<file path="src/rtl/pclk_pkg.sv">
package pclk_pkg;
  localparam int unsigned PCLK_INT_W  = 8;
  localparam int unsigned PCLK_FRAC_W = 4;
  localparam int unsigned PCLK_MIN_INT = 2;

  typedef enum logic [1:0] {
    PH_IDLE = 2'd0,
    PH_HIGH = 2'd1,
    PH_LOW  = 2'd2
  } phase_e;
endpackage

</file>
<file path="src/rtl/pclk_clamp.sv">
module pclk_clamp #(
  parameter int unsigned INT_W   = pclk_pkg::PCLK_INT_W,
  parameter int unsigned FRAC_W  = pclk_pkg::PCLK_FRAC_W,
  parameter int unsigned MIN_INT = pclk_pkg::PCLK_MIN_INT,
  localparam int unsigned PW     = INT_W + FRAC_W
) (
  input  logic [PW-1:0]     word_i,
  output logic [INT_W-1:0]  int_o,
  output logic [FRAC_W-1:0] frac_o
);
  localparam logic [INT_W-1:0] MIN_V = INT_W'(MIN_INT);

  logic [INT_W-1:0] raw_int;

  always_comb begin
    raw_int = word_i[PW-1:FRAC_W];
    if (raw_int < MIN_V) begin
      int_o  = MIN_V;
      frac_o = '0;
    end else begin
      int_o  = raw_int;
      frac_o = word_i[FRAC_W-1:0];
    end
  end
endmodule

</file>
<file path="src/rtl/pclk_frac_acc.sv">
module pclk_frac_acc #(
  parameter int unsigned INT_W  = pclk_pkg::PCLK_INT_W,
  parameter int unsigned FRAC_W = pclk_pkg::PCLK_FRAC_W,
  localparam int unsigned CNT_W = INT_W + 1
) (
  input  logic              clk_i,
  input  logic              rst_ni,
  input  logic              en_i,
  input  logic              start_i,
  input  logic [INT_W-1:0]  int_i,
  input  logic [FRAC_W-1:0] frac_i,
  output logic [CNT_W-1:0]  len_o
);
  logic [FRAC_W-1:0] acc_q;
  logic [FRAC_W:0]   sum;

  assign sum   = {1'b0, acc_q} + {1'b0, frac_i};
  assign len_o = {1'b0, int_i} + CNT_W'(sum[FRAC_W]);

  always_ff @(posedge clk_i or negedge rst_ni) begin
    if (!rst_ni)       acc_q <= '0;
    else if (!en_i)    acc_q <= '0;
    else if (start_i)  acc_q <= sum[FRAC_W-1:0];
  end

  // carry-in length never shorter than integer part nor more than one longer
  a_r3_len_step: assert property (@(posedge clk_i) disable iff (!rst_ni)
    start_i |-> (len_o >= {1'b0, int_i}) && (len_o <= {1'b0, int_i} + CNT_W'(1)));

  // fraction zero leaves remainder unchanged
  a_r5_int_no_drift: assert property (@(posedge clk_i) disable iff (!rst_ni)
    (en_i && start_i && frac_i == '0) |=> $stable(acc_q));
endmodule

</file>
<file path="src/rtl/pclk_phase_gen.sv">
module pclk_phase_gen #(
  parameter int unsigned INT_W  = pclk_pkg::PCLK_INT_W,
  localparam int unsigned CNT_W = INT_W + 1
) (
  input  logic             clk_i,
  input  logic             rst_ni,
  input  logic             en_i,
  input  logic [CNT_W-1:0] len_i,
  output logic             start_o,
  output logic             clk_o,
  output logic             tick_o,
  output logic             half_o
);
  import pclk_pkg::*;

  logic [CNT_W-1:0] idx_q, len_q;
  logic             active_q;
  logic [CNT_W-1:0] hi_len;
  phase_e           phase;

  assign hi_len  = len_q >> 1;
  assign start_o = en_i && (!active_q || (idx_q == len_q - CNT_W'(1)));

  always_ff @(posedge clk_i or negedge rst_ni) begin
    if (!rst_ni) begin
      active_q <= 1'b0;
      idx_q    <= '0;
      len_q    <= '0;
    end else if (!en_i) begin
      active_q <= 1'b0;
      idx_q    <= '0;
    end else if (start_o) begin
      active_q <= 1'b1;
      idx_q    <= '0;
      len_q    <= len_i;
    end else begin
      idx_q    <= idx_q + CNT_W'(1);
    end
  end

  always_comb begin
    if (!active_q)            phase = PH_IDLE;
    else if (idx_q < hi_len)  phase = PH_HIGH;
    else                      phase = PH_LOW;
  end

  assign clk_o  = (phase == PH_HIGH);
  assign tick_o = active_q && (idx_q == '0);
  assign half_o = (phase == PH_LOW) && len_q[0] && (idx_q == hi_len);

  a_r10_tick_high: assert property (@(posedge clk_i) disable iff (!rst_ni)
    tick_o |-> clk_o);

  a_r9_half_on_low: assert property (@(posedge clk_i) disable iff (!rst_ni)
    half_o |-> (!clk_o && !tick_o && $fell(clk_o)));

  a_r2_idle_out: assert property (@(posedge clk_i) disable iff (!rst_ni)
    !en_i |=> (!clk_o && !tick_o && !half_o));

  a_r6_min_len: assert property (@(posedge clk_i) disable iff (!rst_ni)
    tick_o |-> (len_q >= CNT_W'(2)));

  a_r7_len_hold: assert property (@(posedge clk_i) disable iff (!rst_ni)
    (active_q && !tick_o) |-> $stable(len_q));
endmodule

</file>
<file path="src/rtl/pclk_frac_div.sv">
module pclk_frac_div #(
  parameter int unsigned INT_W  = pclk_pkg::PCLK_INT_W,
  parameter int unsigned FRAC_W = pclk_pkg::PCLK_FRAC_W,
  localparam int unsigned PW    = INT_W + FRAC_W,
  localparam int unsigned CNT_W = INT_W + 1
) (
  input  logic          clk_i,
  input  logic          rst_ni,
  input  logic          en_i,
  input  logic [PW-1:0] period_i,
  output logic          clk_o,
  output logic          tick_o,
  output logic          half_o
);
  logic [INT_W-1:0]  int_w;
  logic [FRAC_W-1:0] frac_w;
  logic [CNT_W-1:0]  len_w;
  logic              start_w;

  pclk_clamp #(.INT_W(INT_W), .FRAC_W(FRAC_W)) u_clamp (
    .word_i (period_i),
    .int_o  (int_w),
    .frac_o (frac_w)
  );

  pclk_frac_acc #(.INT_W(INT_W), .FRAC_W(FRAC_W)) u_acc (
    .clk_i   (clk_i),
    .rst_ni  (rst_ni),
    .en_i    (en_i),
    .start_i (start_w),
    .int_i   (int_w),
    .frac_i  (frac_w),
    .len_o   (len_w)
  );

  pclk_phase_gen #(.INT_W(INT_W)) u_phase (
    .clk_i   (clk_i),
    .rst_ni  (rst_ni),
    .en_i    (en_i),
    .len_i   (len_w),
    .start_o (start_w),
    .clk_o   (clk_o),
    .tick_o  (tick_o),
    .half_o  (half_o)
  );

  a_r1_reset_quiet: assert property (@(posedge clk_i) disable iff (!rst_ni)
    $rose(rst_ni) |-> (!clk_o && !tick_o && !half_o));
endmodule

</file>
<file path="config.mk">
export PLATFORM = sky130hd
export DESIGN_NAME = pclk_frac_div
export DESIGN_NICKNAME = d
export VERILOG_FILES = /design/src/rtl/pclk_pkg.sv /design/src/rtl/pclk_clamp.sv /design/src/rtl/pclk_frac_acc.sv /design/src/rtl/pclk_phase_gen.sv /design/src/rtl/pclk_frac_div.sv
export SDC_FILE = /design/constraint.sdc
export NUM_CORES = 1
export LEC_CHECK = 0
export CAP_MARGIN = 20
export CORE_MARGIN = 4
export CORE_UTILIZATION = 60
export DETAILED_ROUTE_END_ITERATION = 10
export DONT_BUFFER_PORTS = 1
export PLACE_DENSITY = 0.87
export SLEW_MARGIN = 20
export SYNTH_ARGS = -nofsm -noshare
export SYNTH_HDL_FRONTEND = slang
export SYNTH_SLANG_ARGS = --single-unit
</file>
<file path="constraint.sdc">
create_clock -name clk_i -period 5.4 [get_ports clk_i]
set_input_delay 0.81 -clock clk_i [delete_from_list [all_inputs] [get_ports clk_i]]
set_output_delay 0.81 -clock clk_i [all_outputs]
set_load 0.01 [all_outputs]
</file>
## After elaboration in Yosys (flattened, before gate mapping)

Cells that the tools add are included.
Widths: inputs -> output; s select.

| operators by class | value |
|---|---|
| muxes and demuxes | 10 |
| $lt $le $gt $ge | 2 |
| shifts and indexed selects | 0 |
| multipliers | 0 |
| reduce and logical (&&, ||, !) cells | 8 |
| equality and inequality tests | 5 |
| bitwise logic cells | 0 |
| divide/modulo/power cells | 0 |
| add/sub/neg operators | 4 |

Operator list:

| operator | number |
|---|---|
| $mux 9 | 2 |
| $mux 4 | 3 |
| $add 8x1->9 | 1 |
| $add 9x1->9 const B | 1 |
| $eq 9x8->1 | 1 |
| $eq 9x9->1 | 1 |
| $logic_not 9->1 | 1 |
| $lt 9x8->1 | 1 |
| $sub 9x1->9 const B | 1 |
| $lt 8x2->1 const B | 1 |
| $mux 8 | 1 |
| $add 4x4->5 | 1 |
| $logic_and 1x1->1 | 4 |
| $mux 2 | 2 |
| $eq 2x1->1 const B | 1 |
| $eq 2x2->1 const B | 1 |
| $mux 1 | 2 |
| $ne 2x1->1 const B | 1 |
| $reduce_and 2->1 | 1 |
| $logic_not 1->1 | 1 |
| $logic_or 1x1->1 | 1 |

| word-level totals | value |
|---|---|
| memory bits (writable) | 0 |
| memories | 0 |
| logic and storage cells | 33 |
| output and inout bits | 3 |
| bits in registers | 23 |
| ROM bits | 0 |
| bits in latches | 0 |

## Depth between registers and ports, before layout

| logic depth | value |
|---|---|
| word-level depth | 6 |
| depth in mapped cells | 12 |
| depth with buffers taken out | 12 |

## Modules after synthesis

From an unflattened synthesis, not the netlist that was laid out.

| unflattened totals | value |
|---|---|
| cell total of the unflattened synthesis | 258 |
| area total of the unflattened synthesis | 2123.3 um^2 |

Modules (own cells, without submodules):

| module | area each (um^2) | cells an instance | times used |
|---|---|---|---|
| pclk_phase_gen | 1604.0 | 201 | 1 |
| pclk_frac_acc | 420.4 | 43 | 1 |
| pclk_clamp | 98.8 | 14 | 1 |

## Worst setup path before layout

No wires, ideal clock.

| timing | value |
|---|---|
| kind | input port to flip-flop |
| start | input period_i[8] |
| end | register u_phase.len_q[4] |
| required time | 5.265 ns |
| setup time | 0.135 ns |
| cell stages on the path | 12 |
| slack | 2.319 ns |
| data arrival time | 2.945 ns |
| path through | nor4_1 nand2_1 and2_1 ha_1 fa_1 a21o_1 a21o_1 ha_1 and3_1 nand2_1 xor2_1 mux2i_1 |

| between the ends | value |
|---|---|
| word-level cells in the longest chain between the ends | 4 |

Ends and longest elaborated chain:

| element | RTL line | RTL |
|---|---|---|
| start, declared | pclk_frac_div.sv:10 | `input logic [PW-1:0] period_i,` |
| $lt 8x2->1 | pclk_clamp.sv:17 | `if (raw_int < MIN_V) begin` |
| $mux 4 | pclk_clamp.sv:17 |  |
| $add 4x4->5 | pclk_frac_acc.sv:17 | `assign sum = {1'b0, acc_q} + {1'b0, frac_i};` |
| $add 8x1->9 * | pclk_frac_acc.sv:18 | `assign len_o = {1'b0, int_i} + CNT_W'(sum[FRAC_W]);` |
| end signal, assigned | pclk_phase_gen.sv:35 | `len_q <= len_i;` |
| end, declared | pclk_phase_gen.sv:16 | `logic [CNT_W-1:0] idx_q, len_q;` |

Every way passes the cells marked *; elsewhere a longest branch is shown, timed or not.
A chain may end at the register's enable or synchronous reset.

## Worst setup path in the final report

| timing | value |
|---|---|
| start | register u_phase.len_q[2] |
| end | output half_o |

| between the ends | value |
|---|---|
| word-level cells in the longest chain between the ends | 6 |

Ends and longest elaborated chain:

| element | RTL line | RTL |
|---|---|---|
| $lt 9x8->1 | pclk_phase_gen.sv:43 | `else if (idx_q < hi_len) phase = PH_HIGH;` |
| $mux 2 | pclk_phase_gen.sv:43 |  |
| $mux 2 | pclk_phase_gen.sv:42 | `if (!active_q) phase = PH_IDLE;` |
| $eq 2x2->1 | pclk_phase_gen.sv:49 | `assign half_o = (phase == PH_LOW) && len_q[0] && (idx_q == hi_len);` |
| $logic_and 1x1->1 | pclk_phase_gen.sv:49 |  |
| $logic_and 1x1->1 * | pclk_phase_gen.sv:49 |  |
| end, declared | pclk_frac_div.sv:13 | `output logic half_o` |

Marks and branches as above.

==> run metrics <==
status completed; Fin Clk Skew 0.00129 ns; FMAX 0.287 GHz; met1 GRT Util between 20 and 25%; cts repair resizes 0; number of flops mapped to enable cells by yosys 0; post-synthesis cell count 194; Worst slew margin 29.3%; CTS root buffer clkbuf_4; Routed Wire Length 3.91 mm; DR vias 1440; setup ws final 1.92 ns; row cnt 19; fin. max-slew vios 0; Worst Path Required around 4.6 ns; vias per cell roughly 6.6; worst vdd ir 0.000168 V; Initial Util 65.2%; initial DRC count slightly above 70; CTS tree done; clock tree sinks 23; die footprint 4050 µm²; Slew @ Worst Pin 1.03 ns; initial antenna violation count 0; Hold WC Path Type in2async; sequential share of the synthesized area 31.0%; CP max FO 8; unrepaired setup endpoints after global routing no; Worst-Skew Late Latency 0.33 ns; worst path cell trace inv_1 -> ha_1 -> nor2b_1 -> o21a_1 -> o21ai_0 -> nand2b_1 -> a21oi_1 -> a2111oi_0; Tmin final approximately 3.5 ns; grt ovf 0; die width 63.7 µm; # Max-Cap Violations 0; pin count of the biggest net entering global routing 24; crit start category flip-flop; CTS H-tree lvls 1; crit path kind reg2out; Ports 18; per-cell routed wire length 17.9 µm; Cell variety after synth 46; prevailing post-synth register cell dfrtp_1; DP Worst Slack 2.17 ns; Leakage roughly 0.94 nW; share of cells above drive strength 1 6.38%; Post-Syn Nets 227; critical path's slowest cell a2111oi_0; Core ar. between 2000 and 3000 µm²; Ys Warns 0; synthesized cell area 1860 µm²; crit path DAT approximately 2.7 ns; first-pass GRT wire length between 6 and 7 mm; CTS buffer count 3; Post-CTS Setup Repair Bufs 0; slowest stage delay, CP 0.92 ns; most frequent cells in the layout dfrtp_1, ha_1, nand2_1; TNS Setup 0 ns; Setup Viol. Count Final 0; critical path capture point type output pin; PwrDens approximately 230 nW/µm²; FFs w/ async S/R, synth 100%; gr busiest metal met2; Post-CTS Hold Buffers 0; met3 GRT Util 4.62%; Clock transition at path regs roughly 0.12 ns; number of global-route vias before repair 1433; Final nets about 220; Synth Register Bits 23; GR Util met2 36.9%; Tot Pwr 0.423 mW; final core utilization roughly two thirds; maximum buffer depth of the clock tree 2; Final period util between 60 and 70%; Final Hold Viols 0; Area Overhead vs Synth 1.01%; Detail Route Antenna Nets 0; die height 63.7 µm; All-Layer GR Usage about a fifth; Residual DRC 0; post-DP HPWL 3.15 mm; GPL Wtd Cong 0.894; number of diodes 0; post-synthesis area per instance 9.58 µm²; commonest non-fill, non-tap cell in the layout dfrtp_1; Pre-antenna DRT Iters 4; Port Buffers 0
-- cell families (layout without fill, tap and decap cells) --
family          count (synthesis)  after routing  synth area share [%]
simple gates                   71             71                  21.9
xor+xnor                       25             25                  11.8
compound gates                 24             24                  11.4
flops                          23             23                  31.0
buf+inv                        22             16                  4.98
fa+ha+maj                      18             18                  12.5
mux                            11             11                  6.46
-- cell type report --
cell class	count	area (µm²)
sequential	23	576
tap	31	38.8
fill	239	975
multi-input combinational	149	1190
inverter	12	45.0
clock inverter	1	5.00
clock buffer	3	22.5
-- worst max-delay path: cells and delay by family, from the launching register on --
kind	cells	cell delay [ns]
simple gates	2	0.23
buf+inv	1	0.08
compound gates	4	1.21
flops	1	0.52
fa+ha+maj	1	0.30
-- worst paths after layout --
path                       cells past startpoint  slack [ns]                    startpoint                           end
max                                            8        1.92  u_phase.len_q[2]$_DFFE_PN0P_                        half_o
min                                            0        0.16                        rst_ni  u_phase.len_q[2]$_DFFE_PN0P_
max reg2reg                                    8        2.63  u_phase.len_q[0]$_DFFE_PN0P_    u_phase.idx_q[8]$_DFF_PN0_
min reg2reg                                    2        0.55    u_acc.acc_q[3]$_DFFE_PN0P_    u_acc.acc_q[3]$_DFFE_PN0P_
max in group asynchronous                      0        5.17                        rst_ni    u_phase.idx_q[4]$_DFF_PN0_
min in group clk_i                             0        0.50                          en_i  u_phase.active_q$_DFFE_PN0P_
-- synth_stat cells, types with 3 or more instances --
cell type / number / area share (%)
and3_1: 9 / 3.0
nand2_1: 14 / 2.8
a21oi_1: 5 / 1.3
nor2_1: 7 / 1.4
dfrtp_1: 23 / 31
xnor2_1: 12 / 5.7
nand4_1: 3 / 1.0
nor3_1: 3 / 0.81
xor2_1: 13 / 6.1
and4_1: 4 / 1.9
clkbuf_1: 7 / 1.4
ha_1: 17 / 11
a21o_1: 4 / 1.6
and2_1: 5 / 1.7
nand3_1: 9 / 2.4
inv_1: 12 / 2.4
nand2b_1: 3 / 1.0
mux2i_1: 9 / 4.8
-- report_power, final --
group,switching (mW),internal (mW)
registers,0.0245,0.189
clock network,0.0544,0.0279
logic,0.0648,0.0629
total,0.144,0.279
-- metrics by stage --
| step | area, µm² | hold WS (ns) | std cells |
|---|---|---|---|
| 6_report | 1880 | 0.157 | 219 |
| 5_1_grt | 1880 | 0.123 | 219 |
| 4_1_cts | 1880 | 0.153 | 219 |
| 3_5_place_dp | 1850 | 0.515 | 215 |
| 3_3_place_gp | 1850 | 0.515 | 215 |
| 2_1_floorplan | 1860 | 0.510 | 194 |
-- registers in the layout, summed over array words and instances (netlist names) --
register,cells
u_acc.acc_q,4
u_phase.len_q,9
u_phase.active_q,1
u_phase.idx_q,9
-- layer usage --
metal  up-vias  share of wire, %
met5         -                 0
met4         0               2.4
met3        10               5.9
met2        43                51
met1       713                41
li1        674                 -
Power figures use the tool's default switching activity.
